### config.mk
export PLATFORM = sky130hd
export DESIGN_NAME = link_sync_monitor
export DESIGN_NICKNAME = d
export VERILOG_FILES = /design/src/rtl/lsm_pkg.sv /design/src/rtl/lsm_frame_check.sv /design/src/rtl/lsm_dwell_timer.sv /design/src/rtl/lsm_lock_fsm.sv /design/src/rtl/lsm_status_map.sv /design/src/rtl/link_sync_monitor.sv
export SDC_FILE = /design/constraint.sdc
export NUM_CORES = 1
export LEC_CHECK = 0
export BUFFER_PORTS_ARGS = -buffer_cell sky130_fd_sc_hd__buf_2
export CAP_MARGIN = 20
export CORE_ASPECT_RATIO = 0.9
export CORE_MARGIN = 5
export CORE_UTILIZATION = 55
export CTS_BUF_LIST = sky130_fd_sc_hd__clkbuf_2
export DETAILED_ROUTE_END_ITERATION = 16
export PLACE_DENSITY = 0.88
export REMOVE_ABC_BUFFERS = 1
export SLEW_MARGIN = 40
export SYNTH_ARGS = -nofsm -noshare
export SYNTH_HDL_FRONTEND = slang
export SYNTH_SLANG_ARGS = --single-unit
### constraint.sdc
create_clock -name clk -period 3.05 [get_ports clk]
set_clock_uncertainty 0.15 [all_clocks]
set_input_delay 0.61 -clock clk [delete_from_list [all_inputs] [get_ports clk]]
set_output_delay 0.61 -clock clk [all_outputs]
set_load 0.005 [all_outputs]
### src/rtl/lsm_pkg.sv
package lsm_pkg;

    typedef enum logic [1:0] {
        LS_UNLOCKED = 2'd0,
        LS_FREQ     = 2'd1,
        LS_PHASE    = 2'd2
    } lock_state_e;

    localparam int          DWELL_DEFAULT   = 128;
    localparam int          STATUS_W_DEF    = 8;
    localparam int          SYNC_BIT_DEF    = 2;
    localparam logic [7:0]  STATUS_BASE_DEF = 8'h43;

    function automatic logic state_locked(lock_state_e s);
        return (s == LS_FREQ) || (s == LS_PHASE);
    endfunction

    function automatic logic state_phase(lock_state_e s);
        return s == LS_PHASE;
    endfunction

endpackage

### src/rtl/lsm_frame_check.sv
module lsm_frame_check (
    input  logic clk,
    input  logic rst,
    input  logic link_rst_n,
    input  logic frame_valid,
    input  logic ctrl_ok,
    input  logic is_data,
    input  logic flag,
    input  logic chk_en,
    input  logic drop,
    output logic err_now,
    output logic bad_prev,
    output logic frame_err
);
    logic armed_q;
    logic last_flag_q;
    logic flag_repeat;

    assign flag_repeat = chk_en && is_data && armed_q && (flag == last_flag_q);
    assign err_now     = !ctrl_ok || flag_repeat;

    always_ff @(posedge clk) begin
        if (rst || !link_rst_n) begin
            armed_q     <= 1'b0;
            last_flag_q <= 1'b0;
            bad_prev    <= 1'b0;
            frame_err   <= 1'b0;
        end else if (frame_valid) begin
            frame_err <= err_now;
            if (drop) begin
                bad_prev <= 1'b0;
                armed_q  <= 1'b0;
            end else begin
                bad_prev <= err_now;
                if (is_data) begin
                    armed_q     <= 1'b1;
                    last_flag_q <= flag;
                end
            end
        end
    end
endmodule

### src/rtl/lsm_dwell_timer.sv
module lsm_dwell_timer #(
    parameter int DWELL_FRAMES = 128
) (
    input  logic clk,
    input  logic rst,
    input  logic clear,
    input  logic count_en,
    output logic done
);
    localparam int             CW    = $clog2(DWELL_FRAMES + 1);
    localparam logic [CW-1:0]  LIMIT = CW'(DWELL_FRAMES);

    logic [CW-1:0] cnt_q;

    always_ff @(posedge clk) begin
        if (rst || clear) begin
            cnt_q <= '0;
        end else if (count_en && (cnt_q != LIMIT)) begin
            cnt_q <= cnt_q + 1'b1;
        end
    end

    assign done = (cnt_q == LIMIT);
endmodule

### src/rtl/lsm_lock_fsm.sv
module lsm_lock_fsm
    import lsm_pkg::*;
(
    input  logic        clk,
    input  logic        rst,
    input  logic        link_rst_n,
    input  logic        frame_valid,
    input  logic        ctrl_ok,
    input  logic        is_fill0,
    input  logic        is_fill1,
    input  logic        err_now,
    input  logic        bad_prev,
    input  logic        dwell_done,
    output lock_state_e state,
    output logic        drop,
    output logic        dwell_clear,
    output logic        dwell_count
);
    lock_state_e state_d;
    logic        frame_live;

    assign frame_live  = frame_valid && link_rst_n;
    assign drop        = frame_live && state_locked(state) && err_now && bad_prev;
    assign dwell_clear = !link_rst_n || drop;
    assign dwell_count = frame_live && (state == LS_UNLOCKED);

    always_comb begin
        state_d = state;
        unique case (state)
            LS_UNLOCKED: begin
                if (frame_live && dwell_done && is_fill0 && ctrl_ok)
                    state_d = LS_FREQ;
            end
            LS_FREQ: begin
                if (drop)
                    state_d = LS_UNLOCKED;
                else if (frame_live && is_fill1 && ctrl_ok)
                    state_d = LS_PHASE;
            end
            LS_PHASE: begin
                if (drop)
                    state_d = LS_UNLOCKED;
            end
            default: state_d = LS_UNLOCKED;
        endcase
    end

    always_ff @(posedge clk) begin
        if (rst || !link_rst_n)
            state <= LS_UNLOCKED;
        else
            state <= state_d;
    end
endmodule

### src/rtl/lsm_status_map.sv
module lsm_status_map
    import lsm_pkg::*;
#(
    parameter int                  STATUS_W    = 8,
    parameter int                  SYNC_BIT    = 2,
    parameter logic [STATUS_W-1:0] STATUS_BASE = 8'h43
) (
    input  lock_state_e         state,
    output logic                lock_freq,
    output logic                lock_phase,
    output logic                link_ready_n,
    output logic [STATUS_W-1:0] status_word
);
    logic sync_lost;

    assign lock_freq    = state_locked(state);
    assign lock_phase   = state_phase(state);
    assign link_ready_n = !lock_freq;
    assign sync_lost    = !lock_freq;

    for (genvar i = 0; i < STATUS_W; i++) begin : g_bit
        if (i == SYNC_BIT) begin : g_sync
            assign status_word[i] = sync_lost;
        end else begin : g_fixed
            assign status_word[i] = STATUS_BASE[i];
        end
    end
endmodule

### src/rtl/link_sync_monitor.sv
module link_sync_monitor
    import lsm_pkg::*;
#(
    parameter int                  DWELL_FRAMES = DWELL_DEFAULT,
    parameter int                  STATUS_W     = STATUS_W_DEF,
    parameter int                  SYNC_BIT     = SYNC_BIT_DEF,
    parameter logic [STATUS_W-1:0] STATUS_BASE  = STATUS_BASE_DEF
) (
    input  logic                clk,
    input  logic                rst,
    input  logic                link_rst_n,
    input  logic                flag_chk_en,
    input  logic                frame_valid,
    input  logic                ctrl_ok,
    input  logic                is_fill0,
    input  logic                is_fill1,
    input  logic                is_data,
    input  logic                flag,
    output logic                frame_err,
    output logic                lock_freq,
    output logic                lock_phase,
    output logic                link_ready_n,
    output logic [STATUS_W-1:0] status_word
);
    lock_state_e state;
    logic        err_now;
    logic        bad_prev;
    logic        drop;
    logic        dwell_done;
    logic        dwell_clear;
    logic        dwell_count;

    lsm_frame_check u_check (
        .clk         (clk),
        .rst         (rst),
        .link_rst_n  (link_rst_n),
        .frame_valid (frame_valid),
        .ctrl_ok     (ctrl_ok),
        .is_data     (is_data),
        .flag        (flag),
        .chk_en      (flag_chk_en),
        .drop        (drop),
        .err_now     (err_now),
        .bad_prev    (bad_prev),
        .frame_err   (frame_err)
    );

    lsm_dwell_timer #(.DWELL_FRAMES(DWELL_FRAMES)) u_dwell (
        .clk      (clk),
        .rst      (rst),
        .clear    (dwell_clear),
        .count_en (dwell_count),
        .done     (dwell_done)
    );

    lsm_lock_fsm u_fsm (
        .clk         (clk),
        .rst         (rst),
        .link_rst_n  (link_rst_n),
        .frame_valid (frame_valid),
        .ctrl_ok     (ctrl_ok),
        .is_fill0    (is_fill0),
        .is_fill1    (is_fill1),
        .err_now     (err_now),
        .bad_prev    (bad_prev),
        .dwell_done  (dwell_done),
        .state       (state),
        .drop        (drop),
        .dwell_clear (dwell_clear),
        .dwell_count (dwell_count)
    );

    lsm_status_map #(
        .STATUS_W    (STATUS_W),
        .SYNC_BIT    (SYNC_BIT),
        .STATUS_BASE (STATUS_BASE)
    ) u_status (
        .state        (state),
        .lock_freq    (lock_freq),
        .lock_phase   (lock_phase),
        .link_ready_n (link_ready_n),
        .status_word  (status_word)
    );
endmodule

==> qor.yml <==
criticalPathCategory: "register to output port"
hp-class: "register to register"
min_from: "u_check.armed_q"
p_leak_nw: 0.4025
cts-root-buf: "clkbuf_2"
grt_start_max_net_pins: 11
vias_per_cell: 5.367
wl_per_cell_um: 11.86
final_util_pct: 62.22
clk_latency_ns: 0.27
drive_gt1_share_pct: 20.35
die_y_um: 47.42
cp-end-kind: "output port"
track_usage_pct: 14.20
hold_viol_final: 0
grt_pass1_wl_um: 2525
min_delay_path_depth: 2
ys_ff_latch: 14
syn_area_um2: 855.8
grt_pass1_vias: 558
cts_made_buffers: 3
clock.fmax_mhz: 497.9
cap_violations: 0
tns_ns: 0
cts_hold_buf: 0
async_flop_share_pct: 0
drt_iter0_drc: 14
drt_first_pass_iters: 4
place_congestion: 0.9201
num_rows: 13
min_period_over_period_pct: 65.85
muxShareOfSynthArea_pct: 2.339
die-area_mm2: 0.002446
dieWidth_um: 51.58
vdd_ir_drop_max_mv: 0.2765
grt_antenna_before_repair: 0
fin_ws_ns: 1.042
synth_compound_area_share_pct: 11.40
drcViolationCount: 0
n_fill_cell: 128
syn_avg_cell_area_um2: 8.645
clk_path_buf_depth: 2
hold_end: "u_check.armed_q"
reg2reg_slack_ns: 1.15
dp.final_hpwl_um: 1186
initial_core_util_pct: 58.46
cts_tree: "done"
setup_violations: 0
synth-edff-count: 0
p_total_mw: 0.3027
cts_resized: 0
worstReg2RegStart: "u_dwell.cnt_q[0]"
power.density_mw_per_mm2: 332.3
synth_warnings: 0
via_count: 687
seq_area_frac_synth_pct: 32.75
layout-area-overhead-vs-synth_pct: 6.433
path_max_fanout: 4
drt_wl_total_um: 1518
clk_pin_slew_ns: 0.13
clkSinkCount: 14
fp.coreArea_mm2: 0.001464
rsz0062_at_grt: "false"
cts_setup_buffers: 0
synth_fa_ha_area_share_pct: 7.310
io_pins: 22
synthCells: 99
nets: 129
ys.flop_type: "dfxtp_1"
synth_cell_type_count: 29
worst_ep_arrival_time_ns: 1.25
reg2regPathDepth: 7
postRouteAntennaNets: 0
cp-start-kind: "register"
synth_top_family_by_area: "simple AND/OR/NAND/NOR gates"
synth-simple-area-share_pct: 25.73
cp_data_required_time_ns: 2.29
dpl_worst_slack_ns: 1.092
r2r_end: "u_dwell.cnt_q[6]"
period_minus_slack_ns: 2.008
grt_overflow_total: 0
yosys.area_share.xor_xnor_pct: 8.187
port_buffers: 14
slew_violations: 0
diodes: 0
status: "complete, no violations"
ctsHtreeMaxLevel: 1
==> state kept, by name, indices dropped and copies added (netlist names) <==
name	count
u_fsm.state	2
u_check.last_flag_q	1
u_check.bad_prev	1
u_dwell.cnt_q	8
u_check.frame_err	1
u_check.armed_q	1
==> worst max-delay path by stage <==
| stage | start | end | slack [ns] |
|---|---|---|---|
| after detailed placement | frame_valid | u_dwell.cnt_q[6] | 1.09 |
| after floorplan | u_dwell.cnt_q[0] | u_dwell.cnt_q[6] | 1.37 |
| after global routing | u_fsm.state[0] | link_ready_n | 0.93 |
| after CTS | u_fsm.state[0] | link_ready_n | 1.02 |
| final | u_fsm.state[0] | link_ready_n | 1.04 |
| after global placement | frame_valid | u_dwell.cnt_q[6] | 1.15 |
==> area by class of cell <==
class	count	area [um^2]	share of cell area, %
flip-flops and latches	14	280.3	30.77
clock inverters	1	3.754	0.4121
inverters	7	26.28	2.885
repair buffers	14	70.07	7.692
clock buffers	3	15.01	1.648
multi-input cells	74	496.7	54.53
well taps	15	18.77	2.060
==> layer usage <==
layer  track usage [%]  wire length [um]  vias to the layer above
li1                  -                 -                      352
met1             17.33               689                      309
met2             23.10               702                       24
met3             4.984               103                        2
met4             6.283                23                        0
met5                 0                 0                        -
==> stage by stage <==
| step | area, um^2 | hold slack [ns] | cells |
|---|---|---|---|
| 3_5_place_dp | 892.1 | 0.3188 | 124 |
| 6_report | 910.9 | 0.3422 | 128 |
| 3_3_place_gp | 892.1 | 0.3070 | 124 |
| 4_1_cts | 910.9 | 0.3472 | 128 |
| 5_1_grt | 910.9 | 0.3718 | 128 |
| 2_1_floorplan | 803.3 | 0.2864 | 95 |
==> power breakdown <==
group / internal [mW] / switching (mW)
Combinational: 0.0122 / 0.0180
Clock: 0.0285 / 0.0572
Sequential: 0.185 / 0.00175
Total: 0.226 / 0.0769
==> placed cells by master, fill, tap and decap left out <==
master / instances
ha_1: 5
inv_1: 7
nor2_1: 13
buf_2: 14
or2b_1: 1
a31oi_2: 1
and3_1: 1
and3_2: 1
nor4b_4: 1
o211ai_1: 1
nand4_1: 4
a41o_1: 1
a21oi_1: 6
nand2_1: 7
o211ai_2: 1
and2b_1: 1
o21ai_2: 1
nor3_2: 1
clkbuf_2: 3
nand2b_1: 1
clkinv_1: 1
o41ai_1: 1
conb_1: 7
and4_1: 3
dfxtp_1: 14
o21a_1: 1
mux2i_1: 2
nand3_1: 5
xnor2_1: 1
xor2_1: 7
==> Yosys cell counts (2+ instances only) <==
cell type  instances  area, um^2
and4_1             3       26.28
dfxtp_1           14       280.3
nand4_1            4       25.02
ha_1               5       62.56
nor2_1            13       48.80
buf_4              8       60.06
a21oi_1            6       30.03
xor2_1             7       61.31
mux2i_1            2       20.02
conb_1             2       7.510
nand3_1            5       25.02
nand2_1            7       26.28
inv_1              7       26.28
==> cell families (layout without fill, tap and decap cells) <==
group,after synthesis,count (layout)
AND/OR/NAND/NOR,39,39
flip-flops,14,14
XOR/XNOR,8,8
multiplexers,2,2
AO/OA/AOI/OAI,13,13
other,2,7
adder cells (fa/ha/maj),5,5
buffers and inverters,16,25
==> critical path: stages (launching register included) <==
cell and delay [ns]:
dfxtp_1 0.38, inv_1 0.07, ha_1 0.34, inv_1 0.08, buf_2 0.11
Note: power is estimated with default switching activity, not from simulation.
